## src/rtl/irqbank_pkg.sv

```systemverilog
package irqbank_pkg;
    localparam int ADDR_W = 4;

    // word addresses; byte offset = word * 4
    typedef enum logic [ADDR_W-1:0] {
        W_VSTAT     = 4'h2,
        W_FRC       = 4'h5,
        W_FRC_SET   = 4'h6,
        W_FRC_CLR   = 4'h7,
        W_CPU_EN    = 4'h8,
        W_CPU_SET   = 4'h9,
        W_CPU_CLR   = 4'hA,
        W_CPU_CLASS = 4'hB,
        W_COP_EN    = 4'hC,
        W_COP_SET   = 4'hD,
        W_COP_CLR   = 4'hE,
        W_COP_CLASS = 4'hF
    } reg_word_e;

    localparam int N_TARGETS = 2;
    localparam int TGT_CPU   = 0;
    localparam int TGT_COP   = 1;
endpackage

```

## src/rtl/irqbank_setclr.sv

```systemverilog
module irqbank_setclr #(
    parameter int W = 32
) (
    input  logic         clk,
    input  logic         rst_n,
    input  logic         set_stb,
    input  logic         clr_stb,
    input  logic [W-1:0] data,
    output logic [W-1:0] q
);
    always_ff @(posedge clk or negedge rst_n) begin
        if (!rst_n)       q <= '0;
        else if (set_stb) q <= q | data;
        else if (clr_stb) q <= q & ~data;
    end

    // used for the CPU enable, force and coprocessor enable masks
    assert_set_bits_R2: assert property (@(posedge clk) disable iff (!rst_n)
        set_stb |=> ((q & $past(data)) == $past(data)));
    assert_clr_bits_R3: assert property (@(posedge clk) disable iff (!rst_n)
        (clr_stb && !set_stb) |=> ((q & $past(data)) == '0));
    assert_zero_keeps_R3: assert property (@(posedge clk) disable iff (!rst_n)
        (set_stb || clr_stb) |=> (((q ^ $past(q)) & ~$past(data)) == '0));
    assert_idle_stable_R10: assert property (@(posedge clk) disable iff (!rst_n)
        !(set_stb || clr_stb) |=> $stable(q));
endmodule

```

## src/rtl/irqbank_regs.sv

```systemverilog
module irqbank_regs
    import irqbank_pkg::*;
#(
    parameter int LINES = 32
) (
    input  logic              clk,
    input  logic              rst_n,
    input  logic              wr_en,
    input  logic [ADDR_W-1:0] addr,
    input  logic [LINES-1:0]  wr_data,
    output logic [LINES-1:0]  frc_q,
    output logic [LINES-1:0]  cpu_en_q,
    output logic [LINES-1:0]  cpu_cls_q,
    output logic [LINES-1:0]  cop_en_q,
    output logic [LINES-1:0]  cop_cls_q
);
    logic hit_frc_set, hit_frc_clr, hit_cpu_set, hit_cpu_clr;
    logic hit_cop_set, hit_cop_clr, hit_cpu_cls, hit_cop_cls;

    always_comb begin
        hit_frc_set = wr_en && (addr == W_FRC_SET);
        hit_frc_clr = wr_en && (addr == W_FRC_CLR);
        hit_cpu_set = wr_en && (addr == W_CPU_SET);
        hit_cpu_clr = wr_en && (addr == W_CPU_CLR);
        hit_cop_set = wr_en && (addr == W_COP_SET);
        hit_cop_clr = wr_en && (addr == W_COP_CLR);
        hit_cpu_cls = wr_en && (addr == W_CPU_CLASS);
        hit_cop_cls = wr_en && (addr == W_COP_CLASS);
    end

    irqbank_setclr #(.W(LINES)) u_frc (
        .clk(clk), .rst_n(rst_n), .set_stb(hit_frc_set), .clr_stb(hit_frc_clr),
        .data(wr_data), .q(frc_q));
    irqbank_setclr #(.W(LINES)) u_cpu_en (
        .clk(clk), .rst_n(rst_n), .set_stb(hit_cpu_set), .clr_stb(hit_cpu_clr),
        .data(wr_data), .q(cpu_en_q));
    irqbank_setclr #(.W(LINES)) u_cop_en (
        .clk(clk), .rst_n(rst_n), .set_stb(hit_cop_set), .clr_stb(hit_cop_clr),
        .data(wr_data), .q(cop_en_q));

    always_ff @(posedge clk or negedge rst_n) begin
        if (!rst_n) begin
            cpu_cls_q <= '0;
            cop_cls_q <= '0;
        end else begin
            if (hit_cpu_cls) cpu_cls_q <= wr_data;
            if (hit_cop_cls) cop_cls_q <= wr_data;
        end
    end

    assert_class_rw_R5: assert property (@(posedge clk) disable iff (!rst_n)
        hit_cpu_cls |=> (cpu_cls_q == $past(wr_data)));
    assert_cop_class_rw_R6: assert property (@(posedge clk) disable iff (!rst_n)
        hit_cop_cls |=> (cop_cls_q == $past(wr_data)));
    assert_other_write_ignored_R9: assert property (@(posedge clk) disable iff (!rst_n)
        (wr_en && (addr < W_FRC || addr == W_CPU_EN || addr == W_COP_EN || addr == W_FRC))
        |=> ($stable(frc_q) && $stable(cpu_en_q) && $stable(cpu_cls_q)
             && $stable(cop_en_q) && $stable(cop_cls_q)));
endmodule

```

## src/rtl/irqbank_route.sv

```systemverilog
module irqbank_route #(
    parameter int LINES = 32
) (
    input  logic [LINES-1:0] pending,
    input  logic [LINES-1:0] en,
    input  logic [LINES-1:0] cls,
    output logic [LINES-1:0] fast_lines,
    output logic             norm_out,
    output logic             fast_out
);
    logic [LINES-1:0] live;

    always_comb begin
        live       = pending & en;
        fast_lines = live & cls;
        norm_out   = |(live & ~cls);
        fast_out   = |fast_lines;
    end
endmodule

```

## src/rtl/irqbank_ctrl.sv

```systemverilog
module irqbank_ctrl
    import irqbank_pkg::*;
#(
    parameter int LINES = 32
) (
    input  logic              clk,
    input  logic              rst_n,
    input  logic              wr_en,
    input  logic [ADDR_W-1:0] addr,
    input  logic [LINES-1:0]  wr_data,
    output logic [LINES-1:0]  rd_data,
    input  logic [LINES-1:0]  irq_in,
    output logic              cpu_irq,
    output logic              cpu_fiq,
    output logic              cop_irq,
    output logic              cop_fiq,
    output logic [LINES-1:0]  vfiq_status
);
    logic [LINES-1:0] frc_q, cpu_en_q, cpu_cls_q, cop_en_q, cop_cls_q;
    logic [LINES-1:0] pending;
    logic [N_TARGETS-1:0][LINES-1:0] t_en, t_cls, t_fast;
    logic [N_TARGETS-1:0] t_norm, t_fiq;

    irqbank_regs #(.LINES(LINES)) u_regs (
        .clk(clk), .rst_n(rst_n), .wr_en(wr_en), .addr(addr), .wr_data(wr_data),
        .frc_q(frc_q), .cpu_en_q(cpu_en_q), .cpu_cls_q(cpu_cls_q),
        .cop_en_q(cop_en_q), .cop_cls_q(cop_cls_q));

    always_comb begin
        pending        = irq_in | frc_q;
        t_en[TGT_CPU]  = cpu_en_q;
        t_cls[TGT_CPU] = cpu_cls_q;
        t_en[TGT_COP]  = cop_en_q;
        t_cls[TGT_COP] = cop_cls_q;
    end

    for (genvar t = 0; t < N_TARGETS; t++) begin : g_tgt
        irqbank_route #(.LINES(LINES)) u_route (
            .pending(pending), .en(t_en[t]), .cls(t_cls[t]),
            .fast_lines(t_fast[t]), .norm_out(t_norm[t]), .fast_out(t_fiq[t]));
    end

    always_comb begin
        cpu_irq     = t_norm[TGT_CPU];
        cpu_fiq     = t_fiq[TGT_CPU];
        cop_irq     = t_norm[TGT_COP];
        cop_fiq     = t_fiq[TGT_COP];
        vfiq_status = t_fast[TGT_CPU];
    end

    always_comb begin
        unique case (addr)
            W_VSTAT:                         rd_data = t_fast[TGT_CPU];
            W_FRC, W_FRC_SET, W_FRC_CLR:     rd_data = frc_q;
            W_CPU_EN, W_CPU_SET, W_CPU_CLR:  rd_data = cpu_en_q;
            W_CPU_CLASS:                     rd_data = cpu_cls_q;
            W_COP_EN, W_COP_SET, W_COP_CLR:  rd_data = cop_en_q;
            W_COP_CLASS:                     rd_data = cop_cls_q;
            default:                         rd_data = '0;
        endcase
    end

    assert_quiet_cpu_R1: assert property (@(posedge clk) disable iff (!rst_n)
        (cpu_en_q == '0) |-> (!cpu_irq && !cpu_fiq && vfiq_status == '0));
    assert_quiet_cop_R6: assert property (@(posedge clk) disable iff (!rst_n)
        (cop_en_q == '0) |-> (!cop_irq && !cop_fiq));
    assert_status_drives_fiq_R8: assert property (@(posedge clk) disable iff (!rst_n)
        (vfiq_status != '0) |-> cpu_fiq);
    assert_force_pending_R4: assert property (@(posedge clk) disable iff (!rst_n)
        ((frc_q & cpu_en_q & ~cpu_cls_q) != '0) |-> cpu_irq);
endmodule

```

## config.mk

```make
export PLATFORM = sky130hd
export DESIGN_NAME = irqbank_ctrl
export DESIGN_NICKNAME = d
export VERILOG_FILES = /design/src/rtl/irqbank_pkg.sv /design/src/rtl/irqbank_setclr.sv /design/src/rtl/irqbank_regs.sv /design/src/rtl/irqbank_route.sv /design/src/rtl/irqbank_ctrl.sv
export SDC_FILE = /design/constraint.sdc
export NUM_CORES = 1
export LEC_CHECK = 0
export ABC_AREA = 1
export ABC_CLOCK_PERIOD_IN_PS = 4300
export BUFFER_PORTS_ARGS = -buffer_cell sky130_fd_sc_hd__buf_2
export CORE_UTILIZATION = 62
export DETAILED_ROUTE_END_ITERATION = 10
export GPL_ROUTABILITY_DRIVEN = 0
export PLACE_DENSITY_LB_ADDON = 0.3
export SYNTH_ARGS = -nofsm -noshare
export SYNTH_HDL_FRONTEND = slang
export SYNTH_SLANG_ARGS = --single-unit
```

## constraint.sdc

```tcl
create_clock -name clk -period 4.3 [get_ports clk]
set_input_delay 1.075 -clock clk [delete_from_list [all_inputs] [get_ports clk]]
set_output_delay 1.075 -clock clk [all_outputs]
set_load 0.01 [all_outputs]
```

==> results of run 1 <==
## cells in the final DEF, fill, tap and decap left out
cell	Yosys	layout
inv_1	192	192
clkbuf_8	0	3
bufinv_16	0	1
o22ai_1	1	1
buf_2	26	137
nand2_2	4	5
nand3_1	192	192
clkbuf_1	9	4
inv_2	4	4
nand2_1	219	218
nor2_1	73	73
buf_6	9	1
nor3_2	1	1
buf_4	2	14
o22ai_2	1	1
nand4_4	1	1
clkbuf_16	0	17
clkinv_2	1	7
or2_2	1	1
o21ai_1	150	150
buf_12	0	1
nor2_4	1	1
nand2_4	3	3
o21ai_0	170	170
o211ai_1	30	30
dfrtp_1	160	160
nor2_8	1	1
a21oi_2	1	1
or2_4	1	1
## layout make-up
class	count	share of cell area (%)
timing repair buffer	153	7.917
inverter	197	7.133
sequential	160	38.56
multi-input combinational	850	39.00
clock buffer	24	4.639
clock inverter	7	0.5784
tap	180	2.169
## metrics by stage
step / power (mW) / setup slack (ns)
final: 4.749 / 0.5705
after detailed placement: 3.315 / 0.7386
after CTS: 4.724 / 0.6442
after global routing: 5.023 / 0.5047
after global placement: 3.258 / 0.7558
after floorplan: 2.870 / 1.396
## worst max path at each step
stage	to	slack (ns)	cells past startpoint	start
after floorplan	rd_data[21]	1.40	7	addr[1]
after global placement	rd_data[0]	0.76	8	addr[1]
after detailed placement	rd_data[31]	0.74	8	addr[1]
after CTS	rd_data[14]	0.64	8	addr[1]
after global routing	rd_data[0]	0.50	8	addr[1]
final	rd_data[14]	0.57	8	addr[1]
## logic make-up after synthesis
kind of cell | Yosys count
compound gates | 353
buf+inv | 252
flops | 160
simple gates | 497
## tightest hold or removal path: cells and delay by family, from the launching register on
family             cells  cell delay (ns)
and+or+nand+nor        1             0.05
DFF                    1             0.36
AOI/OAI and AO/OA      1             0.06
## power groups by stage
stage | clock network [mW] | logic [mW] | registers, mW
3_5_place_dp | 0 | 1.20 | 2.11
6_report | 1.42 | 1.23 | 2.10
3_3_place_gp | 0 | 1.16 | 2.10
4_1_cts | 1.42 | 1.21 | 2.09
5_1_grt | 1.48 | 1.39 | 2.15
2_1_floorplan | 0 | 0.820 | 2.05
## routing by layer
layer / vias up / routed length [microns] / GRT usage [%]
li1: 4409 / - / -
met1: 4356 / 10960 / 48.46
met2: 527 / 12850 / 61.45
met3: 106 / 2192 / 6.873
met4: 0 / 1083 / 18.00
met5: - / 0 / 0
==> load_flow_metrics.sql, run 1 <==
INSERT INTO impl_metrics (metric_group, metric, value, unit) VALUES
('placement', 'dp.final_hpwl', '17130', 'microns'),
('layout', 'n_antenna_cell', '0', ''),
('clocking', 'cts-buffers-inserted', '17', ''),
('die', 'num_rows', '43', ''),
('layout', 'stdcell_count', '1571', ''),
('clocking', 'htree_levels', '4', ''),
('timing', 'grt_setup_unrepaired', 'false', ''),
('synth', 'post_synthesis_cell_area', '9119', 'sq um'),
('route', 'antenna_left', '0', ''),
('timing', 'slew_violations', '0', ''),
('clocking', 'insertion_delay', '0.43', 'ns'),
('global_route', 'grt_start_max_net_pins', '87', ''),
('timing', 'timing_worst_slew_pin_value', '0.8441', 'ns'),
('layout', 'layout-drive-gt1-share', '14.45', '%'),
('die', 'die_x', '123.3', 'microns'),
('synth', 'synth-async-reset-ratio', '100.0', '%'),
('worst_setup_path', 'worst_setup_ep_type', 'output pin', ''),
('worst_setup_path', 'critical_path.most_common_cell', 'buf_2', ''),
('worst_setup_path', 'worst-endpoint-required', '3.22', 'ns'),
('worst_setup_path', 'critPathBufInv', '3', ''),
('timing', 'final_worst_path_period_share', '86.73', '%'),
('global_route', 'globalRoute.totalOverflow', '0', ''),
('die', 'die_h', '123.3', 'microns'),
('worst_setup_path', 'r2r_cells', '2', ''),
('synth', 'post_synth_num_cell_types', '28', ''),
('worst_setup_path', 'critPathMaxStageDelay', '0.57', 'ns'),
('synth', 'postSynthRegisterBits', '160', ''),
('timing', 'hold_ws', '0.5113', 'ns'),
('synth', 'synth_sequential_area_ratio', '43.91', '%'),
('route', 'dr.pass1.iters', '7', ''),
('layout', 'core_util_final', '73.66', '%'),
('worst_setup_path', 'critPathMaxFanout', '64', ''),
('clocking', 'cts.root.buffer_cell', 'clkbuf_16', ''),
('placement', 'placedInstanceArea', '9842', 'sq um'),
('worst_setup_path', 'nature_of_the_critical_path_startpoint', 'primary input', ''),
('synth', 'muxShareOfSynthArea', '0', '%'),
('power', 'irDropWorstVdd', '0.0002944', 'V'),
('die', 'core_region_area', '14100', 'sq um'),
('route', 'detail_route.vias_per_cell', '5.982', ''),
('clocking', 'cts.sinks', '160', ''),
('synth', 'synthXorXnorAreaFrac', '0', '%'),
('placement', 'io_buffers', '138', ''),
('die', 'floorplan.die_area', '15200', 'sq um'),
('synth', 'post-synth-top-count-cell', 'nand2_1', ''),
('min_path', 'hold_path_depth', '2', ''),
('route', 'wl_per_cell', '17.24', 'microns'),
('synth', 'post_synth_and_or_nand_nor_area_fraction', '24.05', '%'),
('synth', 'synth-warning-count', '0', ''),
('layout', 'layout.nets', '1450', ''),
('clocking', 'cts_setup_buffers', '0', ''),
('layout', 'area_delta_synth_final', '13.87', '%'),
('min_path', 'worstHoldPathType', 'flop to flop', ''),
('power', 'power.share.sequential', '44.3', '%'),
('power', 'share_comb_of_total_power', '25.9', '%'),
('power', 'internal_power', '3.105', 'mW'),
('timing', 'normalized_max_slew_margin', '43.53', '%'),
('synth', 'synth-edff-count', '0', ''),
('global_route', 'initial_antenna_violation_count', '0', ''),
('global_route', 'grt_util_all_layers', '37.64', '%'),
('synth', 'postSynth.topFlopCell', 'dfrtp_1', ''),
('timing', 'timing.clock.skew', '0', 'ns'),
('clocking', 'tritoncts', 'yes', ''),
('die', 'io-pin-count', '139', ''),
('synth', 'synth.net_count', '1333', ''),
('min_path', 'hold_path.startpoint', 'u_regs.cpu_cls_q[2]', ''),
('clocking', 'cts_hold_repair.buffers', '0', ''),
('route', 'first_iter_violations', '1099', ''),
('synth', 'top_cell_types_by_occurrence_after_synthesis', 'nand2_1 (219), inv_1 (192), nand3_1 (192)', ''),
('timing', 'timing.final.hold_violations', '0', ''),
('outcome', 'status', 'completed', ''),
('global_route', 'grt_pass1_wl', '42860', 'microns');
Power figures use the tool's default switching activity.
==> run 2: changes to the inputs <==
--- a/config.mk
+++ b/config.mk
@@ -14,2 +14,3 @@
 export PLACE_DENSITY_LB_ADDON = 0.3
+export SKIP_CTS_REPAIR_TIMING = 1
 export SYNTH_ARGS = -nofsm -noshare
==> constraint.sdc (replaced) <==
create_clock -name clk -period 4.3 [get_ports clk]
set_input_delay 0.645 -clock clk [delete_from_list [all_inputs] [get_ports clk]]
set_output_delay 0.645 -clock clk [all_outputs]
set_load 0.01 [all_outputs]
==> load_flow_metrics.sql, run 2 (same netlist as run 1, synthesis figures left out) <==
INSERT INTO impl_metrics (metric_group, metric, value, unit) VALUES
('outcome', 'status', 'completed', ''),
('route', 'drt_drc_violations_left', '0', ''),
('clocking', 'cts-buffers-inserted', '17', ''),
('die', 'die_h', '123.3', 'microns'),
('timing', 'setup_violations', '0', ''),
('global_route', 'grt_use_met2', '59.74', '%'),
('worst_setup_path', 'critPathMaxStageDelay', '0.39', 'ns'),
('layout', 'core_util_final', '73.45', '%'),
('worst_setup_path', 'rr_startpoint', 'u_regs.cpu_cls_q[15]', ''),
('route', 'drt-total-wl', '27310', 'microns'),
('min_path', 'worstHoldPathType', 'primary input to asynchronous set/reset pin', ''),
('global_route', 'global_route.usage.met3', '7.242', '%'),
('layout', 'area_delta_synth_final', '13.54', '%'),
('placement', 'dp.cells', '1536', ''),
('route', 'routed-via-count', '9349', ''),
('worst_setup_path', 'startpoint', 'addr[2]', ''),
('worst_setup_path', 'cp.arrival', '2.42', 'ns'),
('route', 'dr.pass1.iters', '6', ''),
('worst_setup_path', 'worst_setup_path_endpoint', 'rd_data[31]', ''),
('clocking', 'cts.path.max_buffers', '2', ''),
('layout', 'layout.nets', '1446', ''),
('die', 'io-pin-count', '139', ''),
('route', 'detail_route.vias_per_cell', '5.962', ''),
('timing', 'slew_violations', '0', ''),
('die', 'core_region_area', '14100', 'sq um'),
('die', 'initial_core_util', '64.69', '%'),
('timing', 'timing.clock.skew', '0', 'ns'),
('clocking', 'htree_levels', '4', ''),
('worst_setup_path', 'timing.critical_path.cells', 'buf_2, nand2_4, clkinv_2, buf_4, nand2_4, o21ai_0, nor2_1, o211ai_1, buf_2', ''),
('clocking', 'cts.root.buffer_cell', 'clkbuf_16', ''),
('clocking', 'cts.sinks', '160', ''),
('layout', 'stdcell_count', '1568', ''),
('power', 'irDropWorstVdd', '0.0003970', 'V'),
('die', 'floorplan.die_area', '15200', 'sq um'),
('timing', 'max_freq', '326.2', 'MHz'),
('placement', 'dp.final_hpwl', '17400', 'microns'),
('global_route', 'grt_pass1_vias', '8464', ''),
('timing', 'timing_worst_slew_pin_value', '1.072', 'ns'),
('timing', 'grt_setup_unrepaired', 'false', ''),
('clocking', 'tritoncts', 'yes', ''),
('timing', 'normalized_max_slew_margin', '28.54', '%'),
('worst_setup_path', 'timing.reg2reg.setup_slack', '3.53', 'ns'),
('layout', 'layout_common_cells', 'nand2_1 (218), inv_1 (192), nand3_1 (192)', ''),
('timing', 'timing.final.hold_violations', '0', ''),
('worst_setup_path', 'worst_setup_ep_type', 'output pin', ''),
('job', 'max_cap_violations', '0', ''),
('route', 'wl_per_cell', '17.41', 'microns'),
('die', 'num_rows', '43', ''),
('worst_setup_path', 'critPathMaxFanout', '33', ''),
('global_route', 'grt_start_max_net_pins', '113', ''),
('die', 'die_x', '123.3', 'microns'),
('global_route', 'grt_pass1_wl', '42910', 'microns'),
('timing', 'final_worst_path_period_share', '71.30', '%'),
('clocking', 'clk_pin_slew', '0.06', 'ns'),
('route', 'antenna_left', '0', ''),
('route', 'first_iter_violations', '1233', ''),
('global_route', 'grt_util_all_layers', '37.66', '%'),
('worst_setup_path', 'path_class', 'primary input to output pin', ''),
('worst_setup_path', 'r2r_cells', '2', ''),
('power', 'cellLeakagePower', '5.505', 'nW'),
('worst_setup_path', 'slowest_stage', 'nand2_4', ''),
('global_route', 'initial_antenna_violation_count', '0', ''),
('clocking', 'insertion_delay', '0.42', 'ns'),
('layout', 'n_antenna_cell', '0', ''),
('layout', 'layout-drive-gt1-share', '14.19', '%'),
('worst_setup_path', 'worst-endpoint-required', '3.65', 'ns'),
('worst_setup_path', 'nature_of_the_critical_path_startpoint', 'primary input', ''),
('timing', 'setup-tns-final', '0', 'ns'),
('timing', 'final_period_minus_worst_setup_slack', '3.066', 'ns'),
('global_route', 'globalRoute.totalOverflow', '0', ''),
('placement', 'io_buffers', '138', ''),
('worst_setup_path', 'crit-reg2reg-capture', 'u_regs.cpu_cls_q[15]', ''),
('global_route', 'grt_met1_use', '50.14', '%'),
('layout', 'mostFrequentLayoutCell', 'nand2_1', ''),
('global_route', 'global_route.peak_usage_layer', 'met2', ''),
('timing', 'hold_ws', '0.3193', 'ns'),
('power', 'pwr_density_cell', '460.3', 'nW/um^2');
[run 2: metal layers]
layer	vias up	routed length, microns
met5	-	0
met4	0	952
met3	85	2744
met2	549	12840
met1	4316	10770
li1	4399	-
[run 2: report_power, final]
part	switching [mW]	internal (mW)	total, mW
combinational	0.789	0.444	1.23
sequential	0.277	1.83	2.10
clock	0.576	0.853	1.43
total	1.64	3.12	4.77
[run 2: worst min-delay path by stage]
| stage | to | slack [ns] | start |
|---|---|---|---|
| after floorplan | asynchronous set/reset pin | 0.35 | rst_n |
| after global placement | u_regs.cpu_cls_q[2] | 0.49 | u_regs.cpu_cls_q[2] |
| after detailed placement | u_regs.cpu_cls_q[2] | 0.50 | u_regs.cpu_cls_q[2] |
| after CTS | asynchronous set/reset pin | 0.43 | rst_n |
| after global routing | asynchronous set/reset pin | 0.47 | rst_n |
| final | asynchronous set/reset pin | 0.32 | rst_n |
[run 2: critical path, delay by kind of cell]
| kind | cells | cell delay, ns |
|---|---|---|
| AND/OR/NAND/NOR | 3 | 0.57 |
| AO/OA/AOI/OAI | 2 | 0.39 |
| buffers and inverters | 4 | 0.80 |
[run 2: per-stage QoR]
step	instance area, sq um	power, mW	worst slack (ns)
floorplan	9119	2.870	2.256
global placement	9799	3.261	1.369
detailed placement	9799	3.313	1.303
CTS	10350	4.727	1.296
global route	10350	5.019	1.121
finish	10350	4.766	1.234
[run 2: area by class of cell]
class                   count  area, sq um
well taps                 180        225.2
repair buffers            149        779.5
multi-input cells         850         4050
inverters                 197        740.7
fillers                  1120         3742
flip-flops and latches    160         4004
clock buffers              26        499.2
clock inverters             6        55.05
